## src/rtl/uart_mdm_pkg.sv

```systemverilog
// Shared constants for the modem handshake block.
// Assumes: the control register holds five meaningful bits and four lines are monitored.
package uart_mdm_pkg;
    localparam int CTL_W    = 5;
    localparam int LINE_N   = 4;
    localparam int SYNC_N   = 2;
    // control register bit positions
    localparam int CB_DTR   = 0;
    localparam int CB_RTS   = 1;
    localparam int CB_OUT1  = 2;
    localparam int CB_OUT2  = 3;
    localparam int CB_LOOP  = 4;
    // handshake line positions inside a line vector (and status bits [3:0]/[7:4])
    localparam int LN_CTS   = 0;
    localparam int LN_DSR   = 1;
    localparam int LN_RI    = 2;
    localparam int LN_DCD   = 3;
endpackage

```

## src/rtl/mdm_sync.sv

```systemverilog
// Multi-stage synchronizer for a bus of independent asynchronous bits.
// Exposes the final stage and the stage before it so that a consumer can see
// the value that the final stage will load on the next edge.
// Assumes: STAGES >= 2; bits are independent (no bus coherency needed).
module mdm_sync #(
    parameter int W      = 4,
    parameter int STAGES = 2
) (
    input  logic         clk,
    input  logic         rst_n,
    input  logic [W-1:0] d,
    output logic [W-1:0] q,
    output logic [W-1:0] q_next
);
    logic [STAGES-1:0][W-1:0] chain;

    // shift the asynchronous sample through the stage chain
    always_ff @(posedge clk) begin
        if (!rst_n) chain <= '0;
        else        chain <= {chain[STAGES-2:0], d};
    end

    assign q      = chain[STAGES-1];
    assign q_next = chain[STAGES-2];
endmodule

```

## src/rtl/mdm_ctl.sv

```systemverilog
// Control register and serial / handshake pin routing.
// In loopback the external serial output idles at mark, handshake pins go
// inactive and the transmit stream is returned to the receiver path.
// Assumes: the write strobe is synchronous to clk.
module mdm_ctl
    import uart_mdm_pkg::*;
(
    input  logic             clk,
    input  logic             rst_n,
    input  logic             wr_en,
    input  logic [CTL_W-1:0] wr_data,
    input  logic             sin,
    input  logic             tx_serial,
    output logic [CTL_W-1:0] ctl_q,
    output logic             dtr_out,
    output logic             rts_out,
    output logic             out1_out,
    output logic             out2_out,
    output logic             sout,
    output logic             rx_serial
);
    logic loop_on;

    // hold the control bits written by the host
    always_ff @(posedge clk) begin
        if (!rst_n)     ctl_q <= '0;
        else if (wr_en) ctl_q <= wr_data;
    end

    assign loop_on = ctl_q[CB_LOOP];

    // gate handshake pins and steer the serial streams by mode
    always_comb begin
        dtr_out   = ctl_q[CB_DTR]  & ~loop_on;
        rts_out   = ctl_q[CB_RTS]  & ~loop_on;
        out1_out  = ctl_q[CB_OUT1] & ~loop_on;
        out2_out  = ctl_q[CB_OUT2] & ~loop_on;
        sout      = loop_on ? 1'b1 : tx_serial;
        rx_serial = loop_on ? tx_serial : sin;
    end

    // a write is reflected in the register on the next edge
    p_write_lands_r2: assert property (@(posedge clk) disable iff (!rst_n)
        wr_en |=> (ctl_q == $past(wr_data)));

    // in loopback the receiver sees the transmitter and the line idles
    p_loop_route_r3: assert property (@(posedge clk) disable iff (!rst_n)
        loop_on |-> (rx_serial == tx_serial && sout == 1'b1));

    // no handshake pin is asserted during loopback
    p_loop_quiet_r3: assert property (@(posedge clk) disable iff (!rst_n)
        loop_on |-> !(dtr_out | rts_out | out1_out | out2_out));
endmodule

```

## src/rtl/mdm_status.sv

```systemverilog
// Status register: current line levels plus sticky change flags.
// Change flags for CTS/DSR/DCD set on either edge, ring on its falling edge.
// A read clears the flags; a change detected on the same edge survives.
// Assumes: cur/nxt come from the last two synchronizer stages.
module mdm_status
    import uart_mdm_pkg::*;
(
    input  logic              clk,
    input  logic              rst_n,
    input  logic [LINE_N-1:0] cur,
    input  logic [LINE_N-1:0] nxt,
    input  logic              rd,
    output logic [7:0]        status_q,
    output logic              irq
);
    logic [LINE_N-1:0] chg;
    logic [LINE_N-1:0] delta_q;

    // classify the transition that the final stage takes on this edge
    always_comb begin
        chg         = cur ^ nxt;
        chg[LN_RI]  = cur[LN_RI] & ~nxt[LN_RI];
    end

    // accumulate change flags, clearing on read but keeping new events
    always_ff @(posedge clk) begin
        if (!rst_n)  delta_q <= '0;
        else if (rd) delta_q <= chg;
        else         delta_q <= delta_q | chg;
    end

    assign status_q = {cur, delta_q};
    assign irq      = |delta_q;

    // a clear-to-send level change is flagged on the same edge
    p_cts_flag_r5: assert property (@(posedge clk) disable iff (!rst_n)
        (cur[LN_CTS] != $past(cur[LN_CTS])) |-> delta_q[LN_CTS]);

    // a falling ring line is flagged on the same edge
    p_ri_trail_r6: assert property (@(posedge clk) disable iff (!rst_n)
        $fell(cur[LN_RI]) |-> delta_q[LN_RI]);

    // flags never drop without a read
    p_sticky_r7: assert property (@(posedge clk) disable iff (!rst_n)
        !rd |=> ((delta_q & $past(delta_q)) == $past(delta_q)));

    // a read with nothing new in flight leaves all flags clear
    p_read_clear_r7: assert property (@(posedge clk) disable iff (!rst_n)
        (rd && nxt == cur) |=> (delta_q == '0));
endmodule

```

## src/rtl/uart_modem_ctl.sv

```systemverilog
// Top of the modem handshake block: control register, pin routing,
// input synchronizer with loopback source select, and status register.
// Assumes: handshake pins are asynchronous, asserted = 1.
module uart_modem_ctl
    import uart_mdm_pkg::*;
(
    input  logic       clk,
    input  logic       rst_n,
    input  logic       ctl_wr_en,
    input  logic [7:0] ctl_wr_data,
    input  logic       sts_rd,
    input  logic       cts_in,
    input  logic       dsr_in,
    input  logic       ri_in,
    input  logic       dcd_in,
    input  logic       sin,
    input  logic       tx_serial,
    output logic       dtr_out,
    output logic       rts_out,
    output logic       out1_out,
    output logic       out2_out,
    output logic       sout,
    output logic       rx_serial,
    output logic [7:0] status_q,
    output logic       msi_req
);
    logic [CTL_W-1:0]  ctl_q;
    logic [LINE_N-1:0] line_src;
    logic [LINE_N-1:0] line_cur;
    logic [LINE_N-1:0] line_nxt;
    logic              unused_wdata;

    assign unused_wdata = &{1'b0, ctl_wr_data[7:CTL_W]};

    mdm_ctl u_ctl (
        .clk       (clk),
        .rst_n     (rst_n),
        .wr_en     (ctl_wr_en),
        .wr_data   (ctl_wr_data[CTL_W-1:0]),
        .sin       (sin),
        .tx_serial (tx_serial),
        .ctl_q     (ctl_q),
        .dtr_out   (dtr_out),
        .rts_out   (rts_out),
        .out1_out  (out1_out),
        .out2_out  (out2_out),
        .sout      (sout),
        .rx_serial (rx_serial)
    );

    // pick the status line source: external pins or looped control bits
    always_comb begin
        if (ctl_q[CB_LOOP]) begin
            line_src[LN_CTS] = ctl_q[CB_RTS];
            line_src[LN_DSR] = ctl_q[CB_DTR];
            line_src[LN_RI]  = ctl_q[CB_OUT1];
            line_src[LN_DCD] = ctl_q[CB_OUT2];
        end else begin
            line_src[LN_CTS] = cts_in;
            line_src[LN_DSR] = dsr_in;
            line_src[LN_RI]  = ri_in;
            line_src[LN_DCD] = dcd_in;
        end
    end

    mdm_sync #(.W(LINE_N), .STAGES(SYNC_N)) u_sync (
        .clk    (clk),
        .rst_n  (rst_n),
        .d      (line_src),
        .q      (line_cur),
        .q_next (line_nxt)
    );

    mdm_status u_status (
        .clk      (clk),
        .rst_n    (rst_n),
        .cur      (line_cur),
        .nxt      (line_nxt),
        .rd       (sts_rd),
        .status_q (status_q),
        .irq      (msi_req)
    );

    // interrupt request tracks the change flags
    p_irq_match_r8: assert property (@(posedge clk) disable iff (!rst_n)
        msi_req == (|status_q[3:0]));

    // normal mode routes serial streams straight through
    p_pass_thru_r9: assert property (@(posedge clk) disable iff (!rst_n)
        !ctl_q[CB_LOOP] |-> (sout == tx_serial && rx_serial == sin));
endmodule

```

## config.mk

```make
export PLATFORM = sky130hd
export DESIGN_NAME = uart_modem_ctl
export DESIGN_NICKNAME = d
export VERILOG_FILES = /design/src/rtl/uart_mdm_pkg.sv /design/src/rtl/mdm_sync.sv /design/src/rtl/mdm_ctl.sv /design/src/rtl/mdm_status.sv /design/src/rtl/uart_modem_ctl.sv
export SDC_FILE = /design/constraint.sdc
export NUM_CORES = 1
export LEC_CHECK = 0
export ABC_AREA = 1
export BUFFER_PORTS_ARGS = -buffer_cell sky130_fd_sc_hd__buf_2
export CAP_MARGIN = 20
export CORE_UTILIZATION = 48
export DETAILED_ROUTE_END_ITERATION = 10
export HOLD_SLACK_MARGIN = 0.02
export PLACE_DENSITY = 0.82
export SLEW_MARGIN = 15
export SYNTH_ARGS = -nofsm -noshare
export SYNTH_HDL_FRONTEND = slang
export SYNTH_HIERARCHICAL = 1
export SYNTH_SLANG_ARGS = --single-unit
```

## constraint.sdc

```tcl
create_clock -name clk -period 1.4 [get_ports clk]
set_clock_uncertainty 0.05 [all_clocks]
set_input_delay 0.21 -clock clk [delete_from_list [all_inputs] [get_ports clk]]
set_output_delay 0.21 -clock clk [all_outputs]
set_load 0.01 [all_outputs]
```

==> metrics.csv <==
stage,metric,value,unit
synthesis,cell count after synthesis,121,
timing,Max Fclk,0.782,GHz
floorplan,Initial Util,50.8,%
layout,Layout area overhead,20.3,%
routing,Avg WL per Cell,7.74,µm
layout,layout cells sized above 1,24.8,%
global_routing,number of global-route vias before repair,581,
global_routing,global route overflow,0,
synthesis,"Seq/Total Area, Yosys",44.4,%
global_routing,largest net degree at the start of global routing,18,
synthesis,syn_nets,139,
layout,Fillers,152,
clocking,Max Root-Sink Buffers,2,
clocking,CTS root buf,clkbuf_4,
clocking,CTS tree,built,
run,maxcap violations,0,
timing,"Setup violations, final",0,
clocking,H-Tree Depth,1,
floorplan,Die Ht,41.9,µm
routing,vias per inst,4.33,
routing,metal3 WL,78,µm
place,dpl cells,161,
layout,area used by multi-input combinational logic,267,µm²
place,hpwl dp,982,µm
min_path,WHS Endpoint,u_status/delta_q[2]$_SDFF_PN0_,
status,status,"complete, no violations",
min_path,worst hold path startpoint,sts_rd,
critical_path,CP startpoint kind,register,
timing,Setup Total Neg Slack,0,ns
floorplan,I/O pin count,33,
routing,Top Layer Used,met4,
power_and_ir_drop,Power Total,942,µW
synthesis,yosys warns,6,
floorplan,Die Wd,41.9,µm
place,routability congestion estimate,0.702,
timing,Tcrit/Tclk final,91.4,%
routing,Vias,715,
critical_path,Critical Path End Type,output port,
critical_path,WS Path Type,reg -> out,
timing,Fin. Hold Viols,0,
critical_path,worst setup path start,u_ctl/ctl_q[4]$_SDFFE_PN0P_,
layout,most frequent cells in the layout,"nand2_1 (46), buf_2 (29), inv_1 (28), nor2_1 (16), dfxtp_1 (16)",
timing,RSZ-0062 raised after global routing,no,
timing,worst-margin pin slew,0.279,ns
synthesis,Synth cell types,12,
floorplan,cell row count,14,
routing,Initial DRT Pass Iterations,4,
min_path,class of the tightest hold or removal check,in -> reg,
synthesis,flop and latch count out of synthesis,17,
routing,Post-DRT Antenna Nets,0,
routing,WL final,1280,µm
timing,hold slack,0.141,ns
timing,Slew headroom,81.4,%
global_routing,global-route wire length before repair,2190,µm
critical_path,Crit Path Max Fanout,8,
power_and_ir_drop,Pleak,0.599,nW
clocking,Clock Sinks,17,
synthesis,Syn Std Cell Area,766,µm²
global_routing,gr usage total,16.1,%
layout,filler-free cell count of the finished design,165,
floorplan,core footprint,1510,µm²
power_and_ir_drop,pwr/cell area,1020,nW/µm²
layout,"commonest non-fill, non-tap cell in the layout",nand2_1,
timing,min Tclk post-route,1.28,ns
timing,"Slew Viols, Final",0,
routing,DRC,0,
layout,Seq. cell area,342,µm²
min_path,hold path cells,4,
critical_path,flop2flop setup slack,0.49,ns
place,count of buffers from port buffering,29,
synthesis,syn_area_per_cell,6.33,µm²
routing,metal2 WL,641,µm
power_and_ir_drop,Worst VDD drop,0.680,mV
layout,antenna cells,0,
clocking,clock latency on the worst-skew pair,0.28,ns
layout,Total Nets Final,168,
critical_path,r2r endpoint,u_sync/q_next[0]$_SDFF_PN0_,
critical_path,reg2reg start,u_ctl/ctl_q[4]$_SDFFE_PN0P_,
routing,Met1 Wirelength,546,µm
clocking,TritonCTS Buffers,3,
global_routing,antenna violations before repair,0,
critical_path,Critical Path RT,1.14,ns
clocking,"Reg clk slew, reported paths",0.10,ns
floorplan,die area,1760,µm²
critical_path,CP arrival,1.02,ns
critical_path,R2R cell count,6,
routing,Initial DRC Count,8,
where the power goes:
| group | switching, mW | internal [mW] | total, mW |
|---|---|---|---|
| clock | 0.140 | 0.106 | 0.246 |
| combinational | 0.0889 | 0.0710 | 0.160 |
| sequential | 0.0208 | 0.515 | 0.536 |
| total | 0.250 | 0.692 | 0.942 |
stage by stage:
stage	utilization, %	setup WS [ns]	area, µm²
after floorplan	-	0.430	766
after global placement	59.2	0.416	892
after detailed placement	59.2	0.400	892
after CTS	61.0	0.0750	920
after global routing	61.1	0.0311	921
final	61.1	0.121	921
cell families after synthesis:
family                 after synthesis  synth area share, %
DFF                                 17                 44.4
buffers and inverters               36                 20.8
AOI/OAI and AO/OA                    2                 1.63
and+or+nand+nor                     66                 33.2
per-layer routing:
layer  vias to the layer above  GRT usage (%)
met2                        24           25.9
met4                         0           6.45
li1                        391              -
met3                         2           5.22
met5                         -              0
met1                       298           19.7
cells in the mapped netlist:
cell	instances	area, µm²
or2_1	1	6.26
buf_4	4	30.0
buf_6	1	11.3
nor2_1	16	60.1
nand3_1	3	15.0
nand2_1	46	173
buf_2	1	5.00
dfxtp_1	17	340
inv_1	28	105
inv_2	2	7.51
o21ai_0	1	5.00
a21boi_1	1	7.51
critical path, stage by stage, from the launching register on:
cell and delay (ns):
dfxtp_2 0.35, buf_4 0.16, nor2_1 0.10, buf_2 0.13
how the worst max path moves through the flow:
stage | to | cells past startpoint
floorplan | rx_serial | 1
global placement | out1_out | 3
detailed placement | dtr_out | 3
CTS | dtr_out | 3
global route | out1_out | 3
finish | dtr_out | 3
flip-flops by register name, indices dropped and copies added (netlist names):
name              flops
u_sync/q_next         4
u_status/delta_q      4
u_ctl/ctl_q           5
u_sync/q              4
repair_timing:
action                     4_1_cts  5_1_grt
hold buffers                     0        0
buffers inserted                 0        0
resized for setup                0        1
setup endpoints to repair        0        3
final cells by class:
type                       instances  share of cell area (%)
multi-input combinational         68                    28.9
clock buffer                       3                    2.45
clock inverter                     1                   0.543
timing repair buffer              30                    16.6
tap                               16                    2.17
inverter                          30                    12.2
sequential                        17                    37.1
Power figures use the tool's default switching activity.
